**src/rtl/irq_rr_pkg.sv**
```systemverilog
package irq_rr_pkg;

  localparam int unsigned MAX_W = 64;

  // Circular first-set search: returns {found, index}
  function automatic logic [6:0] rr_scan(input logic [MAX_W-1:0] pend,
                                         input int unsigned w,
                                         input int unsigned ptr);
    logic found;
    logic [5:0] idx;
    int unsigned j;
    found = 1'b0;
    idx   = '0;
    for (int i = 0; i < MAX_W; i++) begin
      if (i < int'(w) && !found) begin
        j = (ptr + i) % w;
        if (pend[j]) begin
          found = 1'b1;
          idx   = 6'(j);
        end
      end
    end
    return {found, idx};
  endfunction

  // Cascade window remap: returns {ext, number}
  function automatic logic [6:0] casc_map(input logic on,
                                          input logic [5:0] idx,
                                          input logic [5:0] lo,
                                          input logic [5:0] hi);
    logic inwin;
    inwin = on && (idx >= lo) && (idx <= hi);
    return inwin ? {1'b1, 6'(idx - lo)} : {1'b0, idx};
  endfunction

  // Cause ordering: 7, then 2, then 3..6 unless cascading. Returns {valid, line}
  function automatic logic [3:0] cause_pick(input logic [7:0] eff,
                                            input logic casc);
    logic [3:0] r;
    r = 4'd0;
    if (eff[7])                r = {1'b1, 3'd7};
    else if (eff[2])           r = {1'b1, 3'd2};
    else if (!casc && eff[3])  r = {1'b1, 3'd3};
    else if (!casc && eff[4])  r = {1'b1, 3'd4};
    else if (!casc && eff[5])  r = {1'b1, 3'd5};
    else if (!casc && eff[6])  r = {1'b1, 3'd6};
    return r;
  endfunction

endpackage

```
**src/rtl/irq_mask_reg.sv**
```systemverilog
module irq_mask_reg #(
  parameter int W = 32,
  parameter int IDXW = $clog2(W)
) (
  input  logic            clk,
  input  logic            rst_n,
  input  logic            load,
  input  logic [W-1:0]    word,
  input  logic            set,
  input  logic            clr,
  input  logic [IDXW-1:0] sel,
  output logic [W-1:0]    mask
);

  logic [W-1:0] mask_next;

  always_comb begin
    mask_next = mask;
    if (load) begin
      mask_next = word;
    end else begin
      if (set) mask_next[sel] = 1'b1;
      if (clr) mask_next[sel] = 1'b0;
    end
  end

  always_ff @(posedge clk or negedge rst_n) begin
    if (!rst_n) mask <= '0;
    else        mask <= mask_next;
  end

  AST_CLR_DROPS_BIT: assert property (@(posedge clk) disable iff (!rst_n)
    (clr && !load) |=> !mask[$past(sel)]);
  AST_SET_RAISES_BIT: assert property (@(posedge clk) disable iff (!rst_n)
    (set && !clr && !load) |=> mask[$past(sel)]);

endmodule

```
**src/rtl/irq_rr_picker.sv**
```systemverilog
module irq_rr_picker
  import irq_rr_pkg::*;
#(
  parameter int W = 32,
  parameter int IDXW = $clog2(W)
) (
  input  logic            clk,
  input  logic            rst_n,
  input  logic            req,
  input  logic [W-1:0]    pend,
  output logic            hit,
  output logic [IDXW-1:0] win,
  output logic            vld_q,
  output logic [IDXW-1:0] ptr
);

  logic [6:0]      scan;
  logic [IDXW-1:0] idx_q;
  logic            adv;

  assign scan = rr_scan(MAX_W'(pend), W, int'(ptr));
  assign hit  = scan[6];
  assign win  = scan[IDXW-1:0];
  assign adv  = req && hit;

  always_ff @(posedge clk or negedge rst_n) begin
    if (!rst_n) begin
      ptr   <= '0;
      idx_q <= '0;
      vld_q <= 1'b0;
    end else begin
      vld_q <= adv;
      if (adv) begin
        idx_q <= win;
        ptr   <= win + 1'b1;
      end
    end
  end

  AST_WIN_IS_PENDING: assert property (@(posedge clk) disable iff (!rst_n)
    hit |-> pend[win]);
  AST_PTR_PAST_WINNER: assert property (@(posedge clk) disable iff (!rst_n)
    vld_q |-> (ptr == IDXW'(idx_q + 1'b1)));
  AST_IDLE_HOLDS_PTR: assert property (@(posedge clk) disable iff (!rst_n)
    (req && (pend == '0)) |=> (!vld_q && $stable(ptr)));
  AST_REQ_BEFORE_GRANT: assert property (@(posedge clk) disable iff (!rst_n)
    vld_q |-> $past(req));

endmodule

```
**src/rtl/irq_casc_map.sv**
```systemverilog
module irq_casc_map
  import irq_rr_pkg::*;
#(
  parameter int W = 32,
  parameter int IDXW = $clog2(W)
) (
  input  logic            clk,
  input  logic            rst_n,
  input  logic            cfg_load,
  input  logic            cfg_on,
  input  logic [IDXW-1:0] cfg_lo,
  input  logic [IDXW-1:0] cfg_hi,
  input  logic            adv,
  input  logic [IDXW-1:0] win,
  output logic            casc_on,
  output logic            ext_q,
  output logic [IDXW-1:0] num_q
);

  logic [IDXW-1:0] lo_q, hi_q;
  logic [6:0]      mapped;

  assign mapped = casc_map(casc_on, 6'(win), 6'(lo_q), 6'(hi_q));

  always_ff @(posedge clk or negedge rst_n) begin
    if (!rst_n) begin
      casc_on <= 1'b0;
      lo_q    <= '0;
      hi_q    <= '0;
    end else if (cfg_load) begin
      casc_on <= cfg_on;
      lo_q    <= cfg_lo;
      hi_q    <= cfg_hi;
    end
  end

  always_ff @(posedge clk or negedge rst_n) begin
    if (!rst_n) begin
      ext_q <= 1'b0;
      num_q <= '0;
    end else if (adv) begin
      ext_q <= mapped[6];
      num_q <= mapped[IDXW-1:0];
    end else begin
      ext_q <= 1'b0;
      num_q <= '0;
    end
  end

  AST_EXT_NEEDS_CASCADE: assert property (@(posedge clk) disable iff (!rst_n)
    (adv && !casc_on) |=> !ext_q);

endmodule

```
**src/rtl/irq_cause_mux.sv**
```systemverilog
module irq_cause_mux
  import irq_rr_pkg::*;
(
  input  logic       clk,
  input  logic       rst_n,
  input  logic [7:0] cpu_pend,
  input  logic [7:0] cpu_en,
  input  logic       int_any,
  input  logic       casc_on,
  output logic       cause_valid,
  output logic [2:0] cause_line
);

  logic [7:0] eff;
  logic [3:0] pick;

  assign eff  = {cpu_pend[7:3], int_any, cpu_pend[1:0]} & cpu_en;
  assign pick = cause_pick(eff, casc_on);
  assign cause_valid = pick[3];
  assign cause_line  = pick[2:0];

  AST_CAUSE_TOP_LINE: assert property (@(posedge clk) disable iff (!rst_n)
    eff[7] |-> (cause_valid && cause_line == 3'd7));
  AST_CAUSE_CASC_SKIP: assert property (@(posedge clk) disable iff (!rst_n)
    (cause_valid && casc_on) |-> (cause_line == 3'd7 || cause_line == 3'd2));

endmodule

```
**src/rtl/irq_rr_dispatch.sv**
```systemverilog
module irq_rr_dispatch #(
  parameter int W = 32,
  parameter int IDXW = $clog2(W)
) (
  input  logic            clk,
  input  logic            rst_n,
  input  logic [W-1:0]    irq_raw,
  input  logic            mask_load,
  input  logic [W-1:0]    mask_word,
  input  logic            mask_set,
  input  logic            mask_clr,
  input  logic [IDXW-1:0] mask_sel,
  output logic [W-1:0]    mask_rd,
  input  logic            casc_load,
  input  logic            casc_on_in,
  input  logic [IDXW-1:0] casc_lo_in,
  input  logic [IDXW-1:0] casc_hi_in,
  input  logic            pick_req,
  output logic            grant_valid,
  output logic            grant_ext,
  output logic [IDXW-1:0] grant_num,
  input  logic [7:0]      cpu_pend,
  input  logic [7:0]      cpu_en,
  output logic            cause_valid,
  output logic [2:0]      cause_line
);

  logic [W-1:0]    pend;
  logic            hit;
  logic [IDXW-1:0] win;
  logic [IDXW-1:0] ptr;
  logic            casc_on;

  assign pend = irq_raw & mask_rd;

  irq_mask_reg #(.W(W), .IDXW(IDXW)) u_mask (
    .clk(clk), .rst_n(rst_n), .load(mask_load), .word(mask_word),
    .set(mask_set), .clr(mask_clr), .sel(mask_sel), .mask(mask_rd)
  );

  irq_rr_picker #(.W(W), .IDXW(IDXW)) u_pick (
    .clk(clk), .rst_n(rst_n), .req(pick_req), .pend(pend),
    .hit(hit), .win(win), .vld_q(grant_valid), .ptr(ptr)
  );

  irq_casc_map #(.W(W), .IDXW(IDXW)) u_map (
    .clk(clk), .rst_n(rst_n), .cfg_load(casc_load), .cfg_on(casc_on_in),
    .cfg_lo(casc_lo_in), .cfg_hi(casc_hi_in), .adv(pick_req && hit),
    .win(win), .casc_on(casc_on), .ext_q(grant_ext), .num_q(grant_num)
  );

  irq_cause_mux u_cause (
    .clk(clk), .rst_n(rst_n), .cpu_pend(cpu_pend), .cpu_en(cpu_en),
    .int_any(|pend), .casc_on(casc_on),
    .cause_valid(cause_valid), .cause_line(cause_line)
  );

  AST_RESET_IDLE: assert property (@(posedge clk) $rose(rst_n) |->
    (!grant_valid && ptr == '0 && mask_rd == '0));

endmodule

```
**config.mk**
```make
export PLATFORM = sky130hd
export DESIGN_NAME = irq_rr_dispatch
export DESIGN_NICKNAME = d
export VERILOG_FILES = /design/src/rtl/irq_rr_pkg.sv /design/src/rtl/irq_mask_reg.sv /design/src/rtl/irq_rr_picker.sv /design/src/rtl/irq_casc_map.sv /design/src/rtl/irq_cause_mux.sv /design/src/rtl/irq_rr_dispatch.sv
export SDC_FILE = /design/constraint.sdc
export NUM_CORES = 1
export LEC_CHECK = 0
export ABC_AREA = 1
export BUFFER_PORTS_ARGS = -buffer_cell sky130_fd_sc_hd__buf_2
export CORE_MARGIN = 3
export CORE_UTILIZATION = 58
export CTS_BUF_LIST = sky130_fd_sc_hd__clkbuf_16
export DETAILED_ROUTE_END_ITERATION = 8
export GPL_ROUTABILITY_DRIVEN = 0
export PLACE_DENSITY_LB_ADDON = 0.3
export SYNTH_ARGS = -nofsm -noshare
export SYNTH_HDL_FRONTEND = slang
export SYNTH_HIERARCHICAL = 1
export SYNTH_SLANG_ARGS = --single-unit
```
**constraint.sdc**
```tcl
create_clock -name clk -period 13.7 [get_ports clk]
set_input_delay 1.37 -clock clk [delete_from_list [all_inputs] [get_ports clk]]
set_output_delay 1.37 -clock clk [all_outputs]
set_load 0.01 [all_outputs]
```
==> results of run 1 <==
==> layer usage <==
layer,wire length [um],up-vias,GRT usage,part of all wire
li1,-,5263,-,-
met1,11600,4734,0.465,0.41
met2,12500,662,0.529,0.44
met3,3380,108,0.0680,0.12
met4,1140,0,0.134,0.040
met5,0,-,0,0
==> worst max-delay path by stage <==
stage                                    end  slack [ns]                       from  cells past startpoint
detailed placement  u_map/num_q[1]$_DFF_PN0_        5.24  u_pick/ptr[2]$_DFFE_PN0P_                     41
global placement    u_map/num_q[0]$_DFF_PN0_        5.36  u_pick/ptr[2]$_DFFE_PN0P_                     43
finish              u_map/num_q[0]$_DFF_PN0_        4.90  u_pick/ptr[2]$_DFFE_PN0P_                     42
global route        u_map/num_q[1]$_DFF_PN0_        4.29  u_pick/ptr[2]$_DFFE_PN0P_                     43
CTS                 u_map/num_q[1]$_DFF_PN0_        5.20  u_pick/ptr[2]$_DFFE_PN0P_                     41
floorplan           u_map/num_q[1]$_DFF_PN0_        7.33  u_pick/ptr[1]$_DFFE_PN0P_                     44
==> critical path, delay by kind of cell (launching register included) <==
kind / cells / cell delay, ns
AO/OA/AOI/OAI: 2 / 0.84
adder cells (fa/ha/maj): 2 / 1.46
buffers and inverters: 6 / 1.47
flip-flops: 1 / 1.04
AND/OR/NAND/NOR: 32 / 3.88
==> logic make-up (layout without fill, tap and decap cells) <==
logic type,Yosys count,count (layout),share of synthesized area
AND/OR/NAND/NOR,1110,1110,0.575
XOR/XNOR,20,20,0.0274
flip-flops,55,55,0.155
adder cells (fa/ha/maj),24,24,0.0348
buffers and inverters,304,411,0.142
multiplexers,2,2,0.00254
AO/OA/AOI/OAI,97,97,0.0622
==> Yosys cell counts, types with 4 or more instances <==
master | n | area (um2)
a21oi_1 | 21 | 105
o21ai_0 | 41 | 205
nand2_1 | 595 | 2230
clkbuf_1 | 14 | 52.6
nand2_2 | 17 | 106
nand4_1 | 24 | 150
o21ai_1 | 9 | 45.0
nand2_4 | 6 | 67.6
dfrtp_1 | 55 | 1380
ha_1 | 23 | 288
buf_4 | 7 | 52.6
nand3_1 | 269 | 1350
nor2_2 | 8 | 50.1
a31oi_1 | 9 | 56.3
nor2_8 | 4 | 80.1
buf_2 | 16 | 80.1
nand4_4 | 5 | 106
buf_6 | 9 | 101
o21bai_1 | 9 | 67.6
inv_2 | 13 | 48.8
nor2_1 | 137 | 514
nor2_4 | 10 | 113
xor2_1 | 13 | 114
inv_1 | 239 | 897
nand3_2 | 17 | 170
==> sequential cells by signal, summed over array words and instances (netlist names) <==
register,count
u_map/num_q,5
u_map/lo_q,5
u_map/hi_q,5
u_mask/mask,32
u_map/ext_q,1
u_pick/vld_q,1
u_pick/ptr,5
u_map/casc_on,1
==> per-stage QoR <==
stage,instance area [um2],util,hold slack (ns)
after global routing,9710,0.658,0.543
after global placement,9550,0.647,0.504
after detailed placement,9550,0.647,0.519
final,9710,0.658,0.525
after CTS,9710,0.658,0.535
after floorplan,8850,-,0.485
==> layout make-up <==
| cell class | instances | area [um2] |
|---|---|---|
| multi-input cells | 1253 | 6220 |
| clock buffers | 5 | 125 |
| well taps | 184 | 230 |
| flip-flops and latches | 55 | 1380 |
| repair buffers | 148 | 761 |
| clock inverters | 2 | 37.5 |
| inverters | 256 | 965 |
| fillers | 1434 | 5040 |
==> results.md, run 1 <==
| Quantity | Reported |
|---|---|
| Result of the run | finished, final reports clean |
| Final Cycle Share | 0.642 |
| Dominant register cell in the synthesized netlist | dfrtp_1 |
| Buffers on Ports | 140 |
| Final Instance Count excl. Fillers | 1903 |
| Most common cell after layout, fill and taps aside | nand2_1 |
| Critical-path top delay cell | dfrtp_1 |
| Overall Global Routing Usage | 0.340 |
| DP Wirelength | 22200 um |
| Crit Path Class | flip-flop to flip-flop |
| Top fanout value on the critical path | 21 |
| Std-Cell Core Area | 14800 um2 |
| Post-synth ARST share | 1.00 |
| Area enclosed by the die boundary | 16800 um2 |
| Cell count of the worst reg-to-reg path | 42 |
| Count of maximum capacitance violations | 0 |
| Post-Route Setup TNS | 0 ns |
| Initial antenna violation count | 0 |
| Number of endpoints failing setup at the final stage | 0 |
| Pre-CTS WS | 5.24 ns |
| Arrival time of data at the critical path endpoint | 9.00 ns |
| Worst-case headroom to the max-slew limit | 0.295 |
| Post-Syn Nets | 1739 |
| Required time reported for the critical path endpoint | 13.90 ns |
| Effective utilization at floorplan | 0.600 |
| Final count of hold timing violations | 0 |
| Horiz. Die Dim | 130 um |
| DRC violations left | 0 |
| Post-synthesis to final-layout area growth | 9.71% |
| Wire length of the first global-routing pass | 46300 um |
| TritonCTS clock tree | yes |
| Number of top-level design ports | 146 |
| Nets | 1846 |
| Vias in the first global route | 9579 |
| Wire per inst | 15.0 um |
| Warnings, synthesis | 6 |
| Total congestion overflow after global routing | 0 |
| Clock Sink Count | 55 |
| Startpoint of the lowest-slack hold path | u_map/hi_q[0]$_DFFE_PN0P_ |
| Reg2Reg Capture Point | u_map/num_q[0]$_DFF_PN0_ |
| Average vias per placed instance | 5.66 |
| Proportion of layout cells with a drive suffix above 1 | 0.148 |
| Hold endpoint | u_map/hi_q[0]$_DFFE_PN0P_ |
| Clock tree skew after final layout | 0.00659 ns |
| Per-instance average area after synthesis | 5.49 um2 |
| Crit path launch type | flip-flop |
| Delay of the slowest critical-path stage | 1.04 ns |
| Most frequent cells in the layout | nand2_1 (595), nand3_1 (269), inv_1 (239) |
| Y dimension of the die | 130 um |
| Count of TritonRoute iterations in the first routing pass | 7 |
| Number of buffers added for setup after CTS | 0 |
| Most used cell, CP | nand2_1 |
| Maximum clock path buffer count | 2 |
| Antenna violation net count after detailed routing | 0 |
| Launching point of the worst reg2reg path | u_pick/ptr[2]$_DFFE_PN0P_ |
| Post-synthesis sequential area ratio | 0.155 |
| DRC violation total after the first TritonRoute iteration | 1262 |
| Total Wirelength | 28600 um |
| Clock transition at the registers of the reported paths | 0.07 ns |
| DR vias | 10800 |
| Placement Rows | 44 |
| Clock latency on the worst-skew pair | 0.31 ns |
| Capturing element type of the critical path | flip-flop |
| Achievable clock frequency | 0.114 GHz |
| Hold Crit Class | flip-flop to flip-flop |
| Post-Synthesis Cell Area | 8850 um2 |
| Largest net degree at the start of global routing | 56 |
| Post-CTS Resized | 0 |
| Clock root buffer master | clkbuf_16 |
| Register bit count reported by yosys | 55 |
| Num CTS Buffers | 5 |
| Synthesized netlist cell count | 1612 |
| Crit path time final | 8.80 ns |
| EDFF count, synth | 0 |
| Final Max Tran Viols | 0 |
| Synth cell types | 52 |
| # hold bufs at CTS | 0 |
| Setup repair after global routing missed its margin | false |
| Number of placed instances, taps included | 1896 |
| H-tree lvl count | 2 |
| Setup slack after layout | 4.90 ns |
| Number of cells on the worst hold path | 1 |
| Worst reg-to-reg setup slack | 4.90 ns |
| Slew of the pin with the lowest slew margin | 1.06 ns |
| Ant. Diodes | 0 |
Power of run 1 is not shown: default switching activity piles up to over one toggle a cycle in this logic, so the estimate is an artifact.
==> run 2, diff against run 1 <==
Clock period 13.7 ns to 9 ns, I/O delays scaled along.
==> run 2 against run 1 <==
Against the previous run: utilization rose by 0.15 points; worst setup slack got worse by 3.3 ns; clock-buffer cell count did not move; sequential cell count did not move; cell count rose by 0.16%; clock skew rose by 0.0021 ns; sequential share of layout area barely moved; global-route usage barely moved; non-clock buffer count rose by 3; first-iteration DRC count fell by 9.0%; maximum frequency rose by 20%; critical endpoint unchanged; largest cell class unchanged; highest routed layer unchanged.
==> results.md, run 2 (synthesis gave the netlist of run 1 again) <==
| Quantity | Reported | Change |
|---|---|---|
| Result of the run | finished, final reports clean |  |
| Proportion of layout cells with a drive suffix above 1 | 0.150 | +0.00148 |
| Critical Path Stages | 45 | +7.1% |
| Average vias per placed instance | 5.63 | -0.42% |
| H-tree lvl count | 2 | unchanged |
| Placed cell areas | 9570 um2 | +0.24% |
| Reg2Reg Capture Point | u_map/num_q[0]$_DFF_PN0_ |  |
| Overall Global Routing Usage | 0.340 | about the same |
| DRC violations left | 0 | unchanged |
| Initial antenna violation count | 0 | unchanged |
| Crit path max-delay family | simple AND/OR/NAND/NOR gates |  |
| TritonCTS clock tree | yes |  |
| Total congestion overflow after global routing | 0 | unchanged |
| Total Wirelength | 28500 um | -0.38% |
| DP Wirelength | 22200 um | about the same |
| Num CTS Buffers | 5 | unchanged |
| Number of flip-flops under the largest register name | 32 | unchanged |
| Launching point of the worst reg2reg path | u_pick/ptr[0]$_DFFE_PN0P_ |  |
| Final hold slack | 0.531 ns | +0.00653 ns |
| Final Cycle Share | 0.818 | +0.175 |
| Hold Crit Class | flip-flop to flip-flop |  |
| Required time reported for the critical path endpoint | 9.23 ns | -4.67 ns |
| Post-synthesis to final-layout area growth | 9.96% |  |
| Final Max Tran Viols | 0 | unchanged |
| Clock Sink Count | 55 | unchanged |
| Number of endpoints failing setup at the final stage | 0 | unchanged |
| Count of maximum capacitance violations | 0 | unchanged |
| Slew of the pin with the lowest slew margin | 0.950 ns | -0.107 ns |
| DRC violation total after the first TritonRoute iteration | 1148 | -9.0% |
| Top fanout value on the critical path | 34 | +62% |
| Buffers on Ports | 140 | unchanged |
| Final cell area excluding filler cells | 9730 um2 | +0.23% |
| Largest net degree at the start of global routing | 56 | unchanged |
| Worst reg-to-reg setup slack | 1.64 ns | -3.26 ns |
| Most frequent cells in the layout | nand2_1 (595), nand3_1 (269), inv_1 (239) |  |
| Clock tree skew after final layout | 0.00864 ns | +0.00206 ns |
| Crit Path Class | flip-flop to flip-flop |  |
| Register ranked first by flip-flop count | u_mask/mask |  |
| Number of buffers added for setup after CTS | 0 | unchanged |
| Post-CTS Resized | 0 | unchanged |
| Worst setup path startpoint | u_pick/ptr[0]$_DFFE_PN0P_ |  |
| Std-Cell Core Area | 14800 um2 | unchanged |
| Placement Rows | 44 | unchanged |
| Maximum clock path buffer count | 2 | unchanged |
| Nets | 1849 | +0.16% |
| Post-Route Setup TNS | 0 ns | unchanged |
| Most common cell after layout, fill and taps aside | nand2_1 |  |
| DR vias | 10700 | -0.26% |
| Y dimension of the die | 130 um | unchanged |
| Delay of the slowest critical-path stage | 0.56 ns | -0.48 ns |
| Ant. Diodes | 0 | unchanged |
| Final count of hold timing violations | 0 | unchanged |
| Effective utilization at floorplan | 0.600 | unchanged |
| Horiz. Die Dim | 130 um | unchanged |
| Area enclosed by the die boundary | 16800 um2 | unchanged |
| Critical-path top delay cell | ha_1 |  |
| Number of top-level design ports | 146 | unchanged |
| Wire per inst | 15.0 um | -0.54% |
| Vias in the first global route | 9712 | +1.4% |
| Cell count of the worst reg-to-reg path | 45 | +7.1% |
| Total of fill cells in the finished design | 1464 | +2.1% |
| Crit path launch type | flip-flop |  |
| Antenna violation net count after detailed routing | 0 | unchanged |
| Clock latency on the worst-skew pair | 0.31 ns | about the same |
| Setup repair after global routing missed its margin | false |  |
| Count of TritonRoute iterations in the first routing pass | 6 | -1 |
| # hold bufs at CTS | 0 | unchanged |
| Critical path buffer and inverter count | 6 | unchanged |
| Most used cell, CP | nand2_1 |  |
| Wire length of the first global-routing pass | 46000 um | -0.57% |
| Arrival time of data at the critical path endpoint | 7.59 ns | -1.41 ns |
| Capturing element type of the critical path | flip-flop |  |
| Worst-case headroom to the max-slew limit | 0.364 | +0.0682 |
| Crit path time final | 7.36 ns | -1.44 ns |
| Achievable clock frequency | 0.136 GHz | +20% |
| Critical path destination | u_map/num_q[0]$_DFF_PN0_ |  |
| Clock transition at the registers of the reported paths | 0.07 ns | about the same |
| Clock root buffer master | clkbuf_16 |  |
## run 2: cell count changes in the layout (fill, tap and decap cells not counted), sizes merged
cell	before	now
buf	148	151
## run 2: how the worst min path moves through the flow
stage / start / to / slack [ns] / cells past startpoint
floorplan: u_map/hi_q[0]$_DFFE_PN0P_ / u_map/hi_q[0]$_DFFE_PN0P_ / 0.48 / 1
global placement: u_map/hi_q[3]$_DFFE_PN0P_ / u_map/hi_q[3]$_DFFE_PN0P_ / 0.50 / 2
detailed placement: u_map/hi_q[0]$_DFFE_PN0P_ / u_map/hi_q[0]$_DFFE_PN0P_ / 0.52 / 1
CTS: u_map/hi_q[0]$_DFFE_PN0P_ / u_map/hi_q[0]$_DFFE_PN0P_ / 0.53 / 1
global route: u_map/lo_q[0]$_DFFE_PN0P_ / u_map/lo_q[0]$_DFFE_PN0P_ / 0.55 / 1
finish: u_map/hi_q[0]$_DFFE_PN0P_ / u_map/hi_q[0]$_DFFE_PN0P_ / 0.53 / 1
## run 2: cell type report
type | count | area, um2 | share of cell area
Clock inverter | 2 | 37.5 | 0.00386
Clock buffer | 5 | 125 | 0.0129
Tap cell | 184 | 230 | 0.0237
Multi-Input combinational cell | 1253 | 6220 | 0.639
Timing Repair Buffer | 151 | 783 | 0.0805
Inverter | 256 | 965 | 0.0991
Sequential cell | 55 | 1380 | 0.141
## run 2: metal layers
| metal | GRT usage | share of wire |
|---|---|---|
| met1 | 0.443 | 0.40 |
| met2 | 0.539 | 0.43 |
| met3 | 0.0899 | 0.12 |
| met4 | 0.132 | 0.041 |
| met5 | 0 | 0 |
## run 2: metrics by stage
step | cells | setup WS (ns) | util
5_1_grt | 1906 | 0.914 | 0.660
3_5_place_dp | 1899 | 1.82 | 0.649
4_1_cts | 1906 | 1.80 | 0.660
6_report | 1906 | 1.64 | 0.660
3_3_place_gp | 1899 | 1.97 | 0.649
2_1_floorplan | 1612 | 2.63 | -
Power of run 2 is left out for the same reason.
